File: config.mk
export PLATFORM = sky130hd
export DESIGN_NAME = cd_top
export DESIGN_NICKNAME = d
export VERILOG_FILES = /design/src/rtl/cd_pkg.sv /design/src/rtl/cd_debounce.sv /design/src/rtl/cd_beat.sv /design/src/rtl/cd_ctrl.sv /design/src/rtl/cd_top.sv
export SDC_FILE = /design/constraint.sdc
export NUM_CORES = 1
export LEC_CHECK = 0
export ABC_AREA = 1
export BUFFER_PORTS_ARGS = -buffer_cell sky130_fd_sc_hd__buf_2
export CAP_MARGIN = 20
export CORE_UTILIZATION = 25
export CTS_CLUSTER_DIAMETER = 60
export DETAILED_ROUTE_END_ITERATION = 8
export PLACE_DENSITY = 0.47
export SYNTH_ARGS = -nofsm -noshare
export SYNTH_HDL_FRONTEND = slang
export SYNTH_HIERARCHICAL = 1
export SYNTH_SLANG_ARGS = --single-unit
File: constraint.sdc
create_clock -name clk -period 2 [get_ports clk]
set_input_delay 0.2 -clock clk [delete_from_list [all_inputs] [get_ports clk]]
set_output_delay 0.2 -clock clk [all_outputs]
set_load 0.01 [all_outputs]
File: src/rtl/cd_pkg.sv
package cd_pkg;
    typedef enum logic [1:0] {
        ST_READY = 2'd0,
        ST_COOK  = 2'd1,
        ST_SET   = 2'd2,
        ST_FLASH = 2'd3
    } cd_state_e;
endpackage

File: src/rtl/cd_debounce.sv
module cd_debounce #(
    parameter int DEB_TICKS = 1_000_000
) (
    input  logic clk,
    input  logic rst,
    input  logic btn_raw,
    output logic press_o
);
    localparam int DCW = $clog2(DEB_TICKS);
    localparam logic [DCW-1:0] LAST = DCW'(DEB_TICKS - 1);

    typedef struct packed {
        logic           s1;
        logic           s2;
        logic           level;
        logic [DCW-1:0] cnt;
        logic           press;
    } deb_t;

    deb_t d_d, d_q;

    always_comb begin
        d_d       = d_q;
        d_d.s1    = btn_raw;
        d_d.s2    = d_q.s1;
        d_d.press = 1'b0;
        if (d_q.s2 == d_q.level) begin
            d_d.cnt = '0;
        end else if (d_q.cnt == LAST) begin
            d_d.level = d_q.s2;
            d_d.cnt   = '0;
            d_d.press = d_q.s2;
        end else begin
            d_d.cnt = d_q.cnt + 1'b1;
        end
    end

    always_ff @(posedge clk) begin
        if (rst) d_q <= '0;
        else     d_q <= d_d;
    end

    assign press_o = d_q.press;

    p_press_single_r9: assert property (@(posedge clk) disable iff (rst)
        d_q.press |=> !d_q.press);
    p_press_needs_level_r9: assert property (@(posedge clk) disable iff (rst)
        d_q.press |-> d_q.level);
endmodule

File: src/rtl/cd_beat.sv
module cd_beat #(
    parameter int BEAT_TICKS = 100_000_000
) (
    input  logic clk,
    input  logic rst,
    input  logic restart_i,
    output logic beat_o
);
    localparam int BCW = $clog2(BEAT_TICKS);
    localparam logic [BCW-1:0] LAST = BCW'(BEAT_TICKS - 1);

    logic [BCW-1:0] cnt_d, cnt_q;

    always_comb begin
        if (restart_i || beat_o) cnt_d = '0;
        else                     cnt_d = cnt_q + 1'b1;
    end

    always_ff @(posedge clk) begin
        if (rst) cnt_q <= '0;
        else     cnt_q <= cnt_d;
    end

    assign beat_o = (cnt_q == LAST);

    p_beat_single_r7: assert property (@(posedge clk) disable iff (rst)
        beat_o |=> !beat_o);
    p_restart_quiet_r7: assert property (@(posedge clk) disable iff (rst)
        restart_i |=> !beat_o);
endmodule

File: src/rtl/cd_ctrl.sv
module cd_ctrl
    import cd_pkg::*;
#(
    parameter int LED_W = 16
) (
    input  logic             clk,
    input  logic             rst,
    input  logic             press_i,
    input  logic             beat_i,
    input  logic [LED_W-1:0] sw,
    output logic             restart_o,
    output logic [LED_W-1:0] led
);
    typedef struct packed {
        cd_state_e        state;
        logic [LED_W-1:0] led;
    } ctrl_t;

    localparam ctrl_t RESET_VAL = '{state: ST_READY, led: '1};

    ctrl_t c_d, c_q;
    logic [LED_W-1:0] top_bit, load_val;

    always_comb begin
        top_bit = '0;
        for (int i = 0; i < LED_W; i++) begin
            if (sw[i]) top_bit = LED_W'(1) << i;
        end
        load_val = top_bit >> 1;
    end

    always_comb begin
        c_d       = c_q;
        restart_o = 1'b0;
        case (c_q.state)
            ST_READY: begin
                c_d.led = '1;
                if (press_i) c_d.state = ST_SET;
            end
            ST_SET: begin
                if (press_i) begin
                    c_d.state = ST_COOK;
                    c_d.led   = load_val;
                    restart_o = 1'b1;
                end else begin
                    c_d.led = sw;
                end
            end
            ST_COOK: begin
                if (c_q.led == '0) begin
                    c_d.state = ST_FLASH;
                    c_d.led   = '1;
                end else if (beat_i) begin
                    c_d.led = c_q.led >> 1;
                end
            end
            default: begin
                if (press_i) begin
                    c_d.state = ST_READY;
                    c_d.led   = '1;
                end else if (beat_i) begin
                    c_d.led = ~c_q.led;
                end
            end
        endcase
    end

    always_ff @(posedge clk) begin
        if (rst) c_q <= RESET_VAL;
        else     c_q <= c_d;
    end

    assign led = c_q.led;

    p_ready_lit_r1: assert property (@(posedge clk) disable iff (rst)
        (c_q.state == ST_READY) |-> (&c_q.led));
    p_flash_waits_r2: assert property (@(posedge clk) disable iff (rst)
        (c_q.state == ST_FLASH && !press_i) |=> (c_q.state == ST_FLASH));
    p_cook_onehot_r4: assert property (@(posedge clk) disable iff (rst)
        (c_q.state == ST_COOK) |-> $onehot0(c_q.led));
    p_cook_holds_r5: assert property (@(posedge clk) disable iff (rst)
        (c_q.state == ST_COOK && c_q.led != '0) |=> (c_q.state == ST_COOK));
    p_cook_shift_r5: assert property (@(posedge clk) disable iff (rst)
        (c_q.state == ST_COOK && beat_i && c_q.led != '0) |=> (c_q.led == ($past(c_q.led) >> 1)));
    p_cook_done_r6: assert property (@(posedge clk) disable iff (rst)
        (c_q.state == ST_COOK && c_q.led == '0) |=> (c_q.state == ST_FLASH && (&c_q.led)));
    p_flash_toggle_r8: assert property (@(posedge clk) disable iff (rst)
        (c_q.state == ST_FLASH && beat_i && !press_i) |=> (c_q.led == ~$past(c_q.led)));
endmodule

File: src/rtl/cd_top.sv
module cd_top #(
    parameter int LED_W      = 16,
    parameter int BEAT_TICKS = 100_000_000,
    parameter int DEB_TICKS  = 1_000_000
) (
    input  logic             clk,
    input  logic             rst,
    input  logic             enter_raw,
    input  logic [LED_W-1:0] sw,
    output logic [LED_W-1:0] led
);
    logic press, beat, restart;

    cd_debounce #(.DEB_TICKS(DEB_TICKS)) u_deb (
        .clk(clk), .rst(rst), .btn_raw(enter_raw), .press_o(press)
    );

    cd_beat #(.BEAT_TICKS(BEAT_TICKS)) u_beat (
        .clk(clk), .rst(rst), .restart_i(restart), .beat_o(beat)
    );

    cd_ctrl #(.LED_W(LED_W)) u_ctrl (
        .clk(clk), .rst(rst), .press_i(press), .beat_i(beat),
        .sw(sw), .restart_o(restart), .led(led)
    );
endmodule

==> results of run 1 <==
-- what timing repair did --
item                                    in CTS  in global routing
endpoints found under the setup margin       0                 16
resized for setup                            0                  1
hold buffers                                 0                  0
buffers inserted                             0                  0
-- cells in the mapped netlist --
master    count  area, sq um
nor2_2       29          181
clkinv_1      1         3.75
or2_2         1         6.26
dfxtp_1      69         1380
inv_1        84          315
nor2_4        3         33.8
a21oi_2       3         26.3
ha_1          6         75.1
buf_12        2         40.0
o31ai_1       1         7.51
or2_0         2         12.5
buf_6         3         33.8
o21ai_0      17         85.1
nand3_4       1         17.5
xnor2_1       6         52.6
nand2_4       3         33.8
o21bai_1      2         15.0
o22ai_1       1         6.26
inv_2         5         18.8
a21oi_1      47          235
buf_1         2         7.51
nand2_2       3         18.8
nand2_1     192          721
nand3_2       2         20.0
a21boi_0      1         7.51
buf_4        19          143
nor2_1      119          447
nor3_1        7         35.0
nand3b_1      1         7.51
xor2_1       10         87.6
nand3_1      54          270
nand4_1      13         81.3
and2_1        1         6.26
buf_2         3         15.0
-- worst min path at each step --
stage,startpoint,end,slack (ns)
floorplan,rst,u_deb/d_q[21]$_SDFFE_PP0P_,0.27
global placement,u_deb/d_d[22]$_SDFF_PP0_,u_deb/d_q[22]$_SDFF_PP0_,0.40
detailed placement,u_deb/d_d[22]$_SDFF_PP0_,u_deb/d_q[22]$_SDFF_PP0_,0.40
CTS,enter_raw,u_deb/d_d[22]$_SDFF_PP0_,0.1
global route,enter_raw,u_deb/d_d[22]$_SDFF_PP0_,0.09
finish,enter_raw,u_deb/d_d[22]$_SDFF_PP0_,0.1
-- cells by family after synthesis --
family / Yosys count
buffers and inverters: 119
AO/OA/AOI/OAI: 72
XOR/XNOR: 16
AND/OR/NAND/NOR: 431
adder cells (fa/ha/maj): 6
flip-flops: 69
-- power breakdown --
part | total, W | switching [W] | internal, W
combinational | 0.000108 | 0.0000707 | 0.0000371
clock | 0.00186 | 0.000604 | 0.00125
sequential | 0.00139 | 0.00000456 | 0.00138
total | 0.00335 | 0.000680 | 0.00267
-- per-stage QoR --
step	area [sq um]	total power, W
after global placement	4800	0.00153
final	5140	0.00335
after global routing	5140	0.00349
after detailed placement	4800	0.00153
after CTS	5140	0.00342
after floorplan	4450	0.00149
-- worst max-delay path: cells and delay by family, from the launching register on --
family / cells / cell delay (ns)
adder cells (fa/ha/maj): 1 / 0.44
buffers and inverters: 2 / 0.38
flip-flops: 1 / 0.32
AND/OR/NAND/NOR: 4 / 0.61
-- routing by layer --
metal,wire length [um],share of wire,vias up
met5,0,0,-
met4,97,0.0083,0
met3,468,0.040,9
met2,5390,0.46,70
met1,5660,0.49,1893
li1,-,-,2273
-- state kept, by name (all words and copies together), names as in the netlist --
register and count:
u_beat/cnt_q 27, u_deb/d_d 1, u_deb/d_q 22, u_ctrl/led 16
u_ctrl/c_q 2, u_deb/press_o 1
-- cell type report --
type | instances | area share
Timing Repair Buffer | 52 | 0.0594
Clock buffer | 12 | 0.0479
Clock inverter | 4 | 0.0185
Inverter | 90 | 0.0657
Tap cell | 225 | 0.0547
Multi-Input combinational cell | 525 | 0.485
Sequential cell | 69 | 0.269
==> flow_summary.toml, run 1 <==
[cells_and_area]
fin_util = 0.296
stdcell_count = 977
area_growth_pct = 15.6
final_cell_mix = "nand2_1 (192), nor2_1 (119), inv_1 (84)"
multi_input_area_sq_um = 2490
final_nets = 772
diodes = 0
drive_gt1_frac = 0.154
layout_commonest_cell = "nand2_1"
regArea_sq_um = 1380
final.fill_count = 1961

[logic_synthesis]
synth-xor-area-share = 0.0315
ys_ff_latch = 69
synth_compound_area_frac = 0.0861
ys_types = 34
synth_top_family_by_area = "simple AND/OR/NAND/NOR gates"
syn_inst = 713
syn_area_sq_um = 4450
yosysSeqAreaShare = 0.311
synth-simple-area-share = 0.425
postSynthAreaPerCell_sq_um = 6.24
muxShareOfSynthArea = 0
syn_nets = 738
yosysWarnings = 6
synthAdderAreaFrac = 0.0169

[grt]
grt_pass1_wl_mm = 19.8
globalRouteMet3Util = 0.0333
met2_usage = 0.229
grt_most_used_layer = "met2"
grt_pass1_vias = 4092
grt_start_max_net_pins = 26
grt_usage = 0.138
grt_overflow = 0
antenna_found_initial = 0
use_met1 = 0.177

[routing]
vias = 4245
dr.pass1.iters = 4
wl_per_cell_um = 11.9
postRouteAntennaNets = 0
routed_wl_mm = 11.6
drc = 0
drt-initial-drc-count = 237
vias_per_cell = 4.34

[timing]
slew_violations = 0
slew_headroom = 0.693
fmax_mhz = 550
fin_ws_ns = 0.183
fin_hold_ws_ns = 0.0986
fin_tns_setup_ns = 0
period_share = 0.908
setup_viol_count_final = 0
report.final.hold_viol_count = 0
fin_crit_ns = 1.82
finalClockSkew_ns = 0.0114
tightest_slew_ns = 0.461
rsz0062_at_grt = "no"

[floorplanning]
fp.dieW_um = 135
num_io_pins = 35
coreArea_sq_um = 17400
die_h_um = 135
dieArea_sq_um = 18300
initial_utilization = 0.256
num_rows = 48

[power_and_ir_drop]
p_leak_nw = 1.99
powerDensity_nw_per_um2 = 652
peakVddDrop_mv = 0.348

[placement]
dp_cells = 961
pre_cts_ws_ns = 0.117
gp_congestion = 0.810
dp_hpwl_mm = 8.79
portBuffers = 34

[setup_path]
crit_end = "u_ctrl/led[10]$_SDFFE_PP1P_"
crit_fanout = 11
rrSetupSlack_ns = 0.18
rr_worst_depth = 7
slowest_delay_ns = 0.44
worstReg2RegEnd = "u_ctrl/led[10]$_SDFFE_PP1P_"
r2r_start = "u_ctrl/c_q[17]$_SDFFE_PP0P_"
cp.required_ns = 2.28
start_kind = "register"
worst-setup-path-type = "reg2reg"
path_cells = "inv_1 -> ha_1 -> nand3_1 -> buf_4 -> nand2_1 -> nand3_1 -> nand2_1"
crit_path_end_kind = "register"
critPathLaunch = "u_ctrl/c_q[17]$_SDFFE_PP0P_"
worstPathArrival_ns = 2.10
slowest_stage = "ha_1"

[clock_network]
cts_buffers = 9
clk_pin_slew_ns = 0.06
htree_levels = 3
cts_tree = "done"
clock_sinks = 69
clock_latency_ns = 0.34
cts_max_path_buffers = 2
clockRootBuffer = "clkbuf_16"

[hold_path]
hold_path.class = "in2reg"
whs_path_depth = 3

[status]
status = "completed"

[job]
cap_violations = 0
Power figures use the tool's default switching activity.
==> inputs of run 2 (changes only) <==
--- a/config.mk
+++ b/config.mk
@@ -5,13 +5,13 @@
 export SDC_FILE = /design/constraint.sdc
 export NUM_CORES = 1
 export LEC_CHECK = 0
-export ABC_AREA = 1
 export BUFFER_PORTS_ARGS = -buffer_cell sky130_fd_sc_hd__buf_2
 export CAP_MARGIN = 20
 export CORE_UTILIZATION = 25
 export CTS_CLUSTER_DIAMETER = 60
 export DETAILED_ROUTE_END_ITERATION = 8
 export PLACE_DENSITY = 0.47
+export SLEW_MARGIN = 20
 export SYNTH_ARGS = -nofsm -noshare
 export SYNTH_HDL_FRONTEND = slang
 export SYNTH_HIERARCHICAL = 1
==> flow_summary.toml, run 2 <==
[grt]
antenna_found_initial = 0
grt_pass1_wl_mm = 17.2
grt_usage = 0.133
grt_pass1_vias = 3575
grt_start_max_net_pins = 33
grt_overflow = 0

[setup_path]
slowest_stage = "or4_4"
rrSetupSlack_ns = -0.05
worstPathArrival_ns = 2.26
crit_fanout = 8
rr_worst_depth = 9
r2r_start = "u_beat/cnt_q[1]$_SDFF_PP0_"
path_cells = "ha_4 -> and3_4 -> nand2_4 -> nor4_4 -> or4_4 -> o31ai_4 -> clkbuf_16 -> a221oi_2 -> a211o_2"
crit_path_end_kind = "register"
crit_end = "u_ctrl/led[14]$_SDFFE_PP1P_"
start_kind = "register"
cp.required_ns = 2.22
critPathBufInv = 1
worstReg2RegEnd = "u_ctrl/led[14]$_SDFFE_PP1P_"
crit_cells = 9
crit_family = "simple AND/OR/NAND/NOR gates"
critPathLaunch = "u_beat/cnt_q[1]$_SDFF_PP0_"
slowest_delay_ns = 0.43
worst-setup-path-type = "reg2reg"

[power_and_ir_drop]
p_total_w = 0.00310
p_sw_frac = 0.222
pwr-share-clk = 0.508
comb_power_share = 0.039
power_switching_w = 0.000688
seqPwrFrac = 0.453
p_leak_nw = 1.67
peakVddDrop_mv = 0.435
p_int_w = 0.00241
powerDensity_nw_per_um2 = 615

[logic_synthesis]
ys.flop_type = "dfxtp_1"
async_flop_share = 0
muxShareOfSynthArea = 0.00555
synth_top_area_frac = 0.361
ys_types = 63
synth-edff-count = 0
synthTopCellsByArea = "dfxtp_1 (36%), nand3_1 (3.8%), buf_4 (3.3%)"
synth_compound_area_frac = 0.216
yosysSeqAreaShare = 0.361
synth_top_family_by_area = "simple AND/OR/NAND/NOR gates"
synthAdderAreaFrac = 0.0196
netlist_top_cells_count = "dfxtp_1 (69), nor2_1 (30), nand3_1 (29), nand2_1 (22)"
synth_most_common_cell = "dfxtp_1"
synth-xor-area-share = 0.0503
syn_inst = 431
ys_ff_latch = 69
syn_nets = 456
synth_top_area_cell = "dfxtp_1"
yosysWarnings = 6
postSynthAreaPerCell_sq_um = 8.89
synth-simple-area-share = 0.267
syn_area_sq_um = 3830

[timing]
fin_ws_ns = -0.0453
finalClockSkew_ns = 0.00698
period_share = 1.02
rsz0062_at_grt = "yes"
fin_crit_ns = 2.05
fin_hold_ws_ns = 0.102
setup_viol_count_final = 12
report.final.hold_viol_count = 0
slew_violations = 0
slew_headroom = 0.670
fmax_mhz = 489
tightest_slew_ns = 0.495

[routing]
vias = 3664
routed_wl_mm = 10.2
drt-initial-drc-count = 256
dr.pass1.iters = 5
drc = 0
postRouteAntennaNets = 0
vias_per_cell = 5.18
wl_per_cell_um = 14.5

[status]
status = "complete, but fails checks"
violations = "setup timing"

[floorplanning]
fp.dieW_um = 126
num_io_pins = 35
coreArea_sq_um = 14800
die_h_um = 126
initial_utilization = 0.260
num_rows = 44
dieArea_sq_um = 15800

[cells_and_area]
area_growth_pct = 31.4
final_nets = 543
largest_reg_flops = 27
top_register = "u_beat/cnt_q"
drive_gt1_frac = 0.338
layout_commonest_cell = "buf_4"
final_cell_mix = "buf_4 (74), dfxtp_1 (58), buf_2 (34)"
diodes = 0

[clock_network]
clk_pin_slew_ns = 0.06
clockRootBuffer = "clkbuf_16"
cts_buffers = 9
clock_sinks = 69
cts_max_path_buffers = 2
clock_latency_ns = 0.33
cts_tree = "done"
htree_levels = 3

[job]
cap_violations = 0

[hold_path]
hold_path.class = "in2reg"

[placement]
portBuffers = 34
gp_congestion = 0.760
dp_hpwl_mm = 7.04
## run 2: cell count changes after synthesis, moves of 12 or more
cell,before,now
nand2_1,192,22
nor2_1,119,30
inv_1,84,11
a21oi_1,47,17
nor2_2,29,0
nand3_1,54,29
a211oi_1,0,12
## run 2: repair_timing
| action | in CTS | in global routing |
|---|---|---|
| pin swaps | 1 | 6 |
| endpoints found under the setup margin | 12 | 23 |
| gates cloned | 1 | 2 |
| hold buffers | 0 | 0 |
| buffers inserted | 1 | 4 |
| resized for setup | 5 | 15 |
## run 2: how the worst min path moves through the flow
stage / from / to / slack [ns] / cells after the start
after detailed placement: u_deb/d_d[22]$_SDFF_PP0_ / u_deb/d_q[22]$_SDFF_PP0_ / 0.43 / 1
after global placement: u_deb/d_d[22]$_SDFF_PP0_ / u_deb/d_q[22]$_SDFF_PP0_ / 0.42 / 1
after CTS: enter_raw / u_deb/d_d[22]$_SDFF_PP0_ / 0.1 / 2
after floorplan: rst / u_deb/d_q[21]$_SDFFE_PP0P_ / 0.27 / 1
after global routing: enter_raw / u_deb/d_d[22]$_SDFF_PP0_ / 0.1 / 2
final: enter_raw / u_deb/d_d[22]$_SDFF_PP0_ / 0.10 / 2
## run 2: cell families (layout without fill, tap and decap cells)
group / after synthesis / after routing
AOI/OAI and AO/OA: 107 / 107
DFF: 69 / 69
buffers and inverters: 49 / 140
muxes: 2 / 2
xor gates and xnor gates: 22 / 22
adders and majority gates: 6 / 6
and+or+nand+nor: 176 / 177
## run 2: area by class of cell
cell class | instances | area (sq um)
well taps | 184 | 230
clock buffers | 10 | 229
inverters | 11 | 41.3
flip-flops and latches | 69 | 1400
repair buffers | 113 | 805
multi-input cells | 314 | 2270
clock inverters | 6 | 63.8
fillers | 1560 | 9720
## run 2: worst register-to-register path, delay by kind of cell, from the launching register on
kind / cells / cell delay [ns]
fa+ha+maj: 1 / 0.15
flops: 1 / 0.33
buf+inv: 1 / 0.24
simple gates: 4 / 0.74
compound gates: 3 / 0.46
## run 2: metal layers
metal,GRT usage,vias to the layer above,part of all wire
li1,-,1833,-
met1,0.177,1748,0.49
met2,0.211,78,0.46
met3,0.0327,5,0.039
met4,0.0439,0,0.0078
met5,0,-,0
## run 2: metrics by stage
stage | std cells | setup slack, ns | setup TNS (ns) | instance area [sq um] | util
after floorplan | 431 | -0.238 | -3.44 | 3920 | -
after global placement | 683 | -0.00751 | -0.0209 | 4580 | 0.310
after detailed placement | 683 | -0.0414 | -0.266 | 4580 | 0.310
after CTS | 701 | -0.0457 | -0.245 | 4910 | 0.333
after global routing | 707 | -0.137 | -1.73 | 5030 | 0.341
final | 707 | -0.0453 | -0.293 | 5030 | 0.341
## run 2: power by group through the flow
stage / sequential, W / combinational (W) / clock [W]
2_1_floorplan: 0.00144 / 0.0000478 / 0
3_3_place_gp: 0.00143 / 0.000117 / 0
3_5_place_dp: 0.00143 / 0.000119 / 0
4_1_cts: 0.00140 / 0.000121 / 0.00163
5_1_grt: 0.00140 / 0.000134 / 0.00168
6_report: 0.00140 / 0.000121 / 0.00157
==> inputs of run 3 (changes only) <==
--- a/config.mk
+++ b/config.mk
@@ -7,10 +7,12 @@
 export LEC_CHECK = 0
 export BUFFER_PORTS_ARGS = -buffer_cell sky130_fd_sc_hd__buf_2
 export CAP_MARGIN = 20
+export CELL_PAD_IN_SITES_DETAIL_PLACEMENT = 0
+export CELL_PAD_IN_SITES_GLOBAL_PLACEMENT = 1
 export CORE_UTILIZATION = 25
 export CTS_CLUSTER_DIAMETER = 60
 export DETAILED_ROUTE_END_ITERATION = 8
-export PLACE_DENSITY = 0.47
+export PLACE_DENSITY = 0.56
 export SLEW_MARGIN = 20
 export SYNTH_ARGS = -nofsm -noshare
 export SYNTH_HDL_FRONTEND = slang
==> flow_summary.toml, run 3 (same netlist as run 2, synthesis figures left out) <==
[grt]
antenna_found_initial = 0
grt_pass1_vias = 3506
grt_pass1_wl_mm = 17.3
grt_start_max_net_pins = 33
grt_overflow = 0
grt_usage = 0.136

[floorplanning]
num_rows = 44
dieArea_sq_um = 15800
initial_utilization = 0.260
die_h_um = 126
fp.dieW_um = 126
num_io_pins = 35
coreArea_sq_um = 14800

[setup_path]
cp.required_ns = 2.23
rrSetupSlack_ns = -0.03
critPathLaunch = "u_beat/cnt_q[0]$_SDFF_PP0_"
start_kind = "register"
crit_path_end_kind = "register"
rr_worst_depth = 9
crit_fanout = 32
worstPathArrival_ns = 2.25
r2r_start = "u_beat/cnt_q[0]$_SDFF_PP0_"
worstReg2RegEnd = "u_ctrl/led[3]$_SDFFE_PP1P_"
worst-setup-path-type = "reg2reg"

[timing]
fin_hold_ws_ns = 0.0956
fin_ws_ns = -0.0266
setup_viol_count_final = 9
tightest_slew_ns = 0.482
report.final.hold_viol_count = 0
rsz0062_at_grt = "yes"
finalClockSkew_ns = 0.00456
slew_headroom = 0.676
fin_tns_setup_ns = -0.151
fmax_mhz = 493
slew_violations = 0
fin_crit_ns = 2.03
period_share = 1.01

[routing]
wl_per_cell_um = 14.7
postRouteAntennaNets = 0
vias_per_cell = 5.12
dr.pass1.iters = 5
drc = 0
drt-initial-drc-count = 260
vias = 3617
routed_wl_mm = 10.4

[power_and_ir_drop]
powerDensity_nw_per_um2 = 624
peakVddDrop_mv = 0.390
p_leak_nw = 1.68

[clock_network]
postCtsSetupRepairBufs = 0
cts_tree = "done"
clockRootBuffer = "clkbuf_16"
cts_buffers = 9
clk_pin_slew_ns = 0.06
clock_sinks = 69
htree_levels = 3
clock_latency_ns = 0.34
cts_max_path_buffers = 2

[cells_and_area]
final_nets = 543
diodes = 0
area_growth_pct = 31.6
postLayoutCellArea_sq_um = 5040
drive_gt1_frac = 0.348
final_cell_mix = "buf_4 (76), dfxtp_1 (59), buf_2 (34)"
top_register = "u_beat/cnt_q"
layout_commonest_cell = "buf_4"
largest_reg_flops = 27
final.fill_count = 1546

[placement]
dpl_cell_area_sq_um = 4660
portBuffers = 34
gp_congestion = 0.755
dp_hpwl_mm = 7.39

[hold_path]
hold_path.class = "in2reg"
min_to = "u_deb/d_d[22]$_SDFF_PP0_"
min_from = "enter_raw"
whs_path_depth = 2

[status]
violations = "setup timing"
status = "complete, but fails checks"

[job]
cap_violations = 0
==> run 3: cell types whose count changed in the layout (fill, tap and decap cells not counted), moves of 2 or more <==
cell | previous run | this run
a21oi_1 | 17 | 14
a21oi_2 | 0 | 3
buf_6 | 3 | 0
buf_12 | 1 | 3
buf_4 | 74 | 76
clkinv_2 | 2 | 0
clkinvlp_4 | 2 | 4
nand3_2 | 0 | 2
==> run 3: stage by stage <==
step | instances | worst slack (ns) | util | power [W]
final | 707 | -0.0266 | 0.342 | 0.00315
after global routing | 707 | -0.0826 | 0.342 | 0.00330
after CTS | 707 | -0.0255 | 0.338 | 0.00321
after detailed placement | 690 | -0.0497 | 0.316 | 0.00156
after global placement | 690 | -0.00568 | 0.316 | 0.00155
after floorplan | 431 | -0.238 | - | 0.00148
==> run 3: critical path, stage by stage, from the launching register on <==
cell and delay [ns]:
dfxtp_2 0.33, ha_4 0.15, and3_4 0.18, nand2_4 0.07, nor4_4 0.05, or4_4 0.43
o31ai_4 0.08, buf_12 0.24, a21oi_1 0.06, a221o_1 0.31
==> run 3: what timing repair did <==
action	CTS	global route
endpoints found under the setup margin	12	26
hold buffers	0	0
gates cloned	1	0
pin swaps	1	5
gates resized for setup	6	16
==> run 3: layout make-up <==
cell class	instances	area (sq um)	share of cell area
multi-input cells	314	2270	0.451
flip-flops and latches	69	1390	0.276
repair buffers	113	801	0.159
clock buffers	11	243	0.0481
well taps	184	230	0.0456
clock inverters	5	60.1	0.0119
inverters	11	41.3	0.00819
==> run 3: layer usage <==
layer	global-route usage	vias to the layer above	wire length [um]	part of all wire
met2	0.214	76	4750	0.46
met1	0.179	1699	5030	0.49
met4	0.0553	0	141	0.014
li1	-	1830	-	-
met5	0	-	0	0
met3	0.0331	12	436	0.042
==> run 3: where the power goes <==
group	internal, W	leakage [nW]	total [W]	switching [W]
combinational	0.0000585	0.983	0.000127	0.0000680
sequential	0.00139	0.563	0.00140	0.0000116
clock	0.000999	0.134	0.00162	0.000620
==> run 3: worst max-delay path by stage <==
| stage | end | slack [ns] |
|---|---|---|
| after floorplan | u_ctrl/led[6]$_SDFFE_PP1P_ | -0.24 |
| after global placement | u_ctrl/led[1]$_SDFFE_PP1P_ | -0.006 |
| after detailed placement | u_ctrl/led[5]$_SDFFE_PP1P_ | -0.05 |
| after CTS | u_ctrl/led[6]$_SDFFE_PP1P_ | -0.03 |
| after global routing | u_ctrl/led[3]$_SDFFE_PP1P_ | -0.08 |
| final | u_ctrl/led[3]$_SDFFE_PP1P_ | -0.03 |
